--- src/rtl/intsel_pkg.sv ---
package intsel_pkg;
  localparam int ID_W = 10;
  localparam logic [ID_W-1:0] SPURIOUS_ID = 10'd1023;

  typedef struct packed {
    logic            ackFire;
    logic [ID_W-1:0] ackId;
    logic            deactFire;
    logic [ID_W-1:0] deactId;
  } strobe_t;
endpackage

--- src/rtl/intsel_datapath.sv ---
module intsel_datapath
  import intsel_pkg::*;
#(
  parameter int NUM_SRC      = 32,
  parameter int PRIO_W       = 8,
  parameter int NUM_CPU      = 4,
  parameter int NUM_INTERNAL = 8,
  parameter int CPU_ID       = 0
) (
  input  logic                       clk,
  input  logic                       rstN,
  input  logic [NUM_SRC-1:0]         srcLevel,
  input  logic [NUM_SRC-1:0]         srcEnable,
  input  logic [NUM_SRC*PRIO_W-1:0]  srcPrio,
  input  logic [NUM_SRC*NUM_CPU-1:0] srcTarget,
  input  strobe_t                    strobe,
  output logic                       found,
  output logic [ID_W-1:0]            bestId,
  output logic [PRIO_W-1:0]          bestPrio,
  output logic [PRIO_W:0]            runLvl
);
  localparam int IDX_W = (NUM_SRC > 1) ? $clog2(NUM_SRC) : 1;
  localparam logic [PRIO_W:0] IDLE_LVL = {1'b1, {PRIO_W{1'b0}}};

  logic [NUM_SRC-1:0] pendQ;
  logic [NUM_SRC-1:0] activeQ;
  logic [NUM_SRC-1:0] eligible;
  logic [PRIO_W-1:0]  prioArr [NUM_SRC];
  logic [ID_W-1:0]    bestIdx;
  logic [PRIO_W-1:0]  bestP;
  logic [IDX_W-1:0]   ackIdx;
  logic [IDX_W-1:0]   deactIdx;

  assign ackIdx   = strobe.ackId[IDX_W-1:0];
  assign deactIdx = strobe.deactId[IDX_W-1:0];

  for (genvar i = 0; i < NUM_SRC; i++) begin : g_src
    logic ackHit;
    logic deactHit;
    logic tgtOk;

    assign ackHit   = strobe.ackFire && (strobe.ackId == ID_W'(i));
    assign deactHit = strobe.deactFire && (strobe.deactId == ID_W'(i));
    assign prioArr[i] = srcPrio[i*PRIO_W +: PRIO_W];

    if (i < NUM_INTERNAL) begin : g_internal
      assign tgtOk = 1'b1;
    end else begin : g_shared
      assign tgtOk = srcTarget[i*NUM_CPU + CPU_ID];
    end

    assign eligible[i] = srcEnable[i] && pendQ[i] && !activeQ[i] && tgtOk;

    always_ff @(posedge clk) begin
      if (!rstN) begin
        pendQ[i]   <= 1'b0;
        activeQ[i] <= 1'b0;
      end else begin
        if (ackHit) pendQ[i] <= srcLevel[i];
        else        pendQ[i] <= pendQ[i] | srcLevel[i];
        if (ackHit)        activeQ[i] <= 1'b1;
        else if (deactHit) activeQ[i] <= 1'b0;
      end
    end
  end

  // ascending scan: strictly lower value replaces, so ties keep the lowest ID
  always_comb begin
    found   = 1'b0;
    bestIdx = '0;
    bestP   = '1;
    for (int k = 0; k < NUM_SRC; k++) begin
      if (eligible[k] && (!found || (prioArr[k] < bestP))) begin
        found   = 1'b1;
        bestP   = prioArr[k];
        bestIdx = ID_W'(k);
      end
    end
  end

  always_comb begin
    runLvl = IDLE_LVL;
    for (int k = 0; k < NUM_SRC; k++) begin
      if (activeQ[k] && ({1'b0, prioArr[k]} < runLvl)) runLvl = {1'b0, prioArr[k]};
    end
  end

  assign bestId   = found ? bestIdx : SPURIOUS_ID;
  assign bestPrio = found ? bestP : '1;

  AST_ACK_SETS_ACTIVE: assert property (@(posedge clk) disable iff (!rstN)
    strobe.ackFire |=> activeQ[$past(ackIdx)]);
  AST_ACK_PEND_FOLLOWS_LINE: assert property (@(posedge clk) disable iff (!rstN)
    strobe.ackFire |=> (pendQ[$past(ackIdx)] == $past(srcLevel[ackIdx])));
  AST_NO_RESELECT: assert property (@(posedge clk) disable iff (!rstN)
    strobe.ackFire |=> !(found && (bestIdx == $past(strobe.ackId))));
  AST_DEACT_CLEARS: assert property (@(posedge clk) disable iff (!rstN)
    (strobe.deactFire && !(strobe.ackFire && (strobe.ackId == strobe.deactId)))
      |=> !activeQ[$past(deactIdx)]);
endmodule

--- src/rtl/intsel_ctrl.sv ---
module intsel_ctrl
  import intsel_pkg::*;
#(
  parameter int NUM_SRC = 32,
  parameter int PRIO_W  = 8
) (
  input  logic              clk,
  input  logic              rstN,
  input  logic              ackValid,
  input  logic              deactValid,
  input  logic [ID_W-1:0]   deactId,
  input  logic              found,
  input  logic [ID_W-1:0]   bestId,
  input  logic [PRIO_W-1:0] bestPrio,
  input  logic [PRIO_W:0]   runLvl,
  input  logic [PRIO_W-1:0] prioMask,
  output logic              irqOut,
  output strobe_t           strobe,
  output logic [PRIO_W-1:0] runPrio
);
  assign irqOut = found && (bestPrio < prioMask) && ({1'b0, bestPrio} < runLvl);

  always_comb begin
    strobe.ackFire   = ackValid && irqOut;
    strobe.ackId     = bestId;
    strobe.deactFire = deactValid && (deactId < ID_W'(NUM_SRC));
    strobe.deactId   = deactId;
  end

  assign runPrio = runLvl[PRIO_W] ? '1 : runLvl[PRIO_W-1:0];

  AST_SPURIOUS_QUIET: assert property (@(posedge clk) disable iff (!rstN)
    (bestId == SPURIOUS_ID) |-> !irqOut);
  AST_RUN_AFTER_ACK: assert property (@(posedge clk) disable iff (!rstN)
    strobe.ackFire |=> (runLvl <= {1'b0, $past(bestPrio)}));
endmodule

--- src/rtl/intsel_top.sv ---
module intsel_top
  import intsel_pkg::*;
#(
  parameter int NUM_SRC      = 32,
  parameter int PRIO_W       = 8,
  parameter int NUM_CPU      = 4,
  parameter int NUM_INTERNAL = 8,
  parameter int CPU_ID       = 0
) (
  input  logic                       clk,
  input  logic                       rstN,
  input  logic [NUM_SRC-1:0]         srcLevel,
  input  logic [NUM_SRC-1:0]         srcEnable,
  input  logic [NUM_SRC*PRIO_W-1:0]  srcPrio,
  input  logic [NUM_SRC*NUM_CPU-1:0] srcTarget,
  input  logic [PRIO_W-1:0]          prioMask,
  input  logic                       ackValid,
  input  logic                       deactValid,
  input  logic [ID_W-1:0]            deactId,
  output logic                       irqOut,
  output logic [ID_W-1:0]            selId,
  output logic [PRIO_W-1:0]          selPrio,
  output logic [PRIO_W-1:0]          runPrio
);
  strobe_t           strobe;
  logic              found;
  logic [PRIO_W:0]   runLvl;

  intsel_datapath #(
    .NUM_SRC(NUM_SRC), .PRIO_W(PRIO_W), .NUM_CPU(NUM_CPU),
    .NUM_INTERNAL(NUM_INTERNAL), .CPU_ID(CPU_ID)
  ) i_datapath (
    .clk(clk), .rstN(rstN), .srcLevel(srcLevel), .srcEnable(srcEnable),
    .srcPrio(srcPrio), .srcTarget(srcTarget), .strobe(strobe),
    .found(found), .bestId(selId), .bestPrio(selPrio), .runLvl(runLvl)
  );

  intsel_ctrl #(.NUM_SRC(NUM_SRC), .PRIO_W(PRIO_W)) i_ctrl (
    .clk(clk), .rstN(rstN), .ackValid(ackValid), .deactValid(deactValid),
    .deactId(deactId), .found(found), .bestId(selId), .bestPrio(selPrio),
    .runLvl(runLvl), .prioMask(prioMask), .irqOut(irqOut), .strobe(strobe),
    .runPrio(runPrio)
  );
endmodule

--- config.mk ---
export PLATFORM = sky130hd
export DESIGN_NAME = intsel_top
export DESIGN_NICKNAME = d
export VERILOG_FILES = /design/src/rtl/intsel_pkg.sv /design/src/rtl/intsel_datapath.sv /design/src/rtl/intsel_ctrl.sv /design/src/rtl/intsel_top.sv
export SDC_FILE = /design/constraint.sdc
export NUM_CORES = 1
export LEC_CHECK = 0
export ABC_AREA = 1
export ABC_CLOCK_PERIOD_IN_PS = 129000
export BUFFER_PORTS_ARGS = -buffer_cell sky130_fd_sc_hd__buf_2
export CAP_MARGIN = 20
export CORE_AREA = 2 2 192 194
export DETAILED_ROUTE_END_ITERATION = 8
export DIE_AREA = 0 0 194 196
export HOLD_SLACK_MARGIN = 0.08
export PLACE_DENSITY = 0.89
export SLEW_MARGIN = 20
export SYNTH_ARGS = -nofsm -noshare
export SYNTH_HDL_FRONTEND = slang
export SYNTH_SLANG_ARGS = --single-unit
--- constraint.sdc ---
create_clock -name clk -period 129 [get_ports clk]
set_clock_uncertainty 0.1 [all_clocks]
set_input_delay 12.9 -clock clk [delete_from_list [all_inputs] [get_ports clk]]
set_output_delay 12.9 -clock clk [all_outputs]
set_load 0.02 [all_outputs]
==> impl_metrics.py <==
metrics = {
    "run_status": {
        "status": "finished clean",
    },
    "logic_synthesis": {
        "synth_area_mm2": 0.0219,
        "avgSynthCellArea_um2": 5.84,
        "synth-edff-count": 0,
        "synth_seq_cells": 64,
        "ys.flop_type": "dfxtp_1",
        "synth_top_area_share_pct": 22.4,
        "synth-async-reset-ratio_pct": 0,
        "yosysTopAreaCell": "ha_1",
        "synth_common_cells": "nand2_1, inv_1, o21ai_0",
        "syn_nets": 4614,
        "synth_cells": 3752,
        "synth_area_leaders": "ha_1, nand2_1, o21ai_0",
        "synth_cell_types": 56,
        "yosysWarningCount": 0,
        "synth.most_common_cell": "nand2_1",
        "ys_seq_area_share_pct": 5.84,
    },
    "timing": {
        "tightest_slew_ns": 1.03,
        "min_period_over_period_pct": 63.9,
        "fmax_ghz": 0.0121,
        "setup-tns-final_ns": 0,
        "slew_headroom_pct": 29.6,
        "setup_violations": 0,
        "hold_viol": 0,
        "rsz0062_at_grt": "false",
        "period_minus_slack_ns": 82.39,
        "slew_viol_final": 0,
    },
    "placement": {
        "dp.cells": 4525,
        "portBuffers": 392,
        "gp_routability_congestion": 1.01,
        "hpwl_um": 57400,
    },
    "cts": {
        "clkLatencyLatePin_ns": 0.33,
        "hold_buffers": 0,
        "clkTransAtPathRegs_ns": 0.05,
        "clockBufferDepth": 2,
        "root_buffer": "clkbuf_16",
        "htreeDepth": 3,
        "postCtsSetupBuffers": 0,
        "numCtsBuffers": 9,
        "cts_sinks": 64,
        "postCtsResizedCells": 0,
        "cts_tree": "built",
    },
    "critical_path": {
        "cp_max_fo": 17,
        "setup.worst_path.end_class": "output port",
        "worst-setup-path-type": "in -> out",
        "critPathSlowestCell": "o21ai_1",
        "slowest_delay_ns": 0.72,
        "crit_top_cell": "nor2_1",
        "cp.required_ns": 116.00,
        "worstPathArrival_ns": 69.39,
        "start_kind": "input port",
    },
    "global_route": {
        "grt_pass1_vias": 23300,
        "grt_max_degree": 65,
        "grt_first_pass_wirelength_um": 109000,
        "globalRouteTotalUtil_pct": 34.2,
        "grt_overflow": 0,
        "antenna_found_initial": 9,
    },
    "finish": {
        "multi_input_area_mm2": 0.0182,
        "area_growth_pct": 10.1,
        "drive_gt1_share_pct": 15.9,
        "nFillCells": 3540,
        "final_nets": 4931,
        "regArea_mm2": 0.00128,
        "stdcell_count": 4550,
    },
    "pwr": {
        "clkPwrFrac_pct": 4.4,
        "pwr-share-comb_pct": 91.4,
        "finalPower_uw": 559,
        "p_switching_uw": 331,
        "p_per_area_mw_per_mm2": 23.2,
        "peakVddDrop_mv": 0.0168,
        "p_int_uw": 228,
        "p_leak_nw": 14.5,
        "switching_share_pct": 59.3,
        "p_seq_share_pct": 4.2,
    },
    "run": {
        "cap_violations": 0,
    },
    "route": {
        "ant_nets": 0,
        "wire_per_inst_um": 14.7,
        "drt_iter0_markers": 1614,
        "viasPerCell": 5.58,
        "drc_errors": 0,
        "first_pass_iters": 5,
        "vias": 25400,
        "wirelength_um": 66900,
    },
    "floorplanning": {
        "core-area_mm2": 0.0361,
        "rows": 70,
        "die_w_um": 194,
        "die_h_um": 196,
        "start_util_pct": 60.7,
        "ioPinCount": 497,
        "dieArea_mm2": 0.0380,
    },
    "min_path": {
        "hp-class": "reg -> reg",
    },
}
power groups by stage:
stage	combinational, mW	sequential [mW]	clock [mW]
6_report	0.511	0.0233	0.0247
5_1_grt	0.591	0.0235	0.0259
4_1_cts	0.504	0.0233	0.0252
3_5_place_dp	0.501	0.0237	0
3_3_place_gp	0.486	0.0237	0
2_1_floorplan	0.395	0.0228	0
kinds of logic after synthesis:
| group | count (synthesis) | synth area share [%] |
|---|---|---|
| adder cells (fa/ha/maj) | 392 | 22.4 |
| buffers and inverters | 562 | 11.3 |
| AND/OR/NAND/NOR | 1939 | 39.5 |
| flip-flops | 64 | 5.84 |
| AO/OA/AOI/OAI | 795 | 20.9 |
per-layer routing:
metal / track usage [%] / wire length [µm]
met1: 44.0 / 29200
met2: 58.5 / 30100
met3: 3.61 / 4920
met4: 13.9 / 2620
met5: 0 / 13
flip-flops by register name, indices dropped and copies added (netlist names):
signal and count:
i_datapath.pendQ 32, i_datapath.activeQ 32
stage by stage:
stage	utilization (%)	worst slack, ns	cell area [µm²]	hold WS (ns)
2_1_floorplan	-	57.07	21900	0.401
3_3_place_gp	65.9	48.46	23800	0.433
3_5_place_dp	65.9	47.85	23800	0.441
4_1_cts	66.7	47.63	24100	0.449
5_1_grt	66.9	40.24	24100	0.472
6_report	66.9	46.61	24100	0.450
path summary, 6_finish.rpt:
kind,start,end,slack [ns],depth (start not counted)
worst max-delay path,srcPrio[2],irqOut,46.61,249
worst min-delay path,i_datapath.pendQ[4]$_SDFF_PN0_,i_datapath.pendQ[4]$_SDFF_PN0_,0.45,3
worst max register to register,i_datapath.activeQ[0]$_SDFFE_PN0P_,i_datapath.pendQ[29]$_SDFF_PN0_,70.85,250
worst min register to register,i_datapath.pendQ[4]$_SDFF_PN0_,i_datapath.pendQ[4]$_SDFF_PN0_,0.45,3
layout by cell type (no fill, tap or decap), drive strengths merged, types with 34 or more instances in the layout:
| cell | Yosys | routed |
|---|---|---|
| nand2 | 1189 | 1189 |
| inv | 471 | 470 |
| o21ai | 442 | 442 |
| buf | 40 | 395 |
| ha | 392 | 392 |
| nand3 | 336 | 336 |
| nor2 | 333 | 333 |
| a21oi | 137 | 137 |
| dfxtp | 64 | 64 |
| a211oi | 60 | 60 |
| o21bai | 49 | 49 |
| o21a | 35 | 35 |
| nor3 | 34 | 34 |
worst max-delay path, delay by kind of cell:
| kind | cells | cell delay [ns] |
|---|---|---|
| AOI/OAI and AO/OA | 134 | 33.85 |
| buffers and inverters | 5 | 0.72 |
| adders and majority gates | 32 | 10.53 |
| and+or+nand+nor | 78 | 11.30 |
layout make-up:
class                           count  area share [%]
Inverter                          473            7.37
Tap cell                          468            2.43
Antenna cell                        8          0.0830
Clock inverter                      5           0.228
Multi-Input combinational cell   3126            75.2
Timing Repair Buffer              395            8.31
Clock buffer                       11            1.05
Sequential cell                    64            5.31
Power figures use the tool's default switching activity.
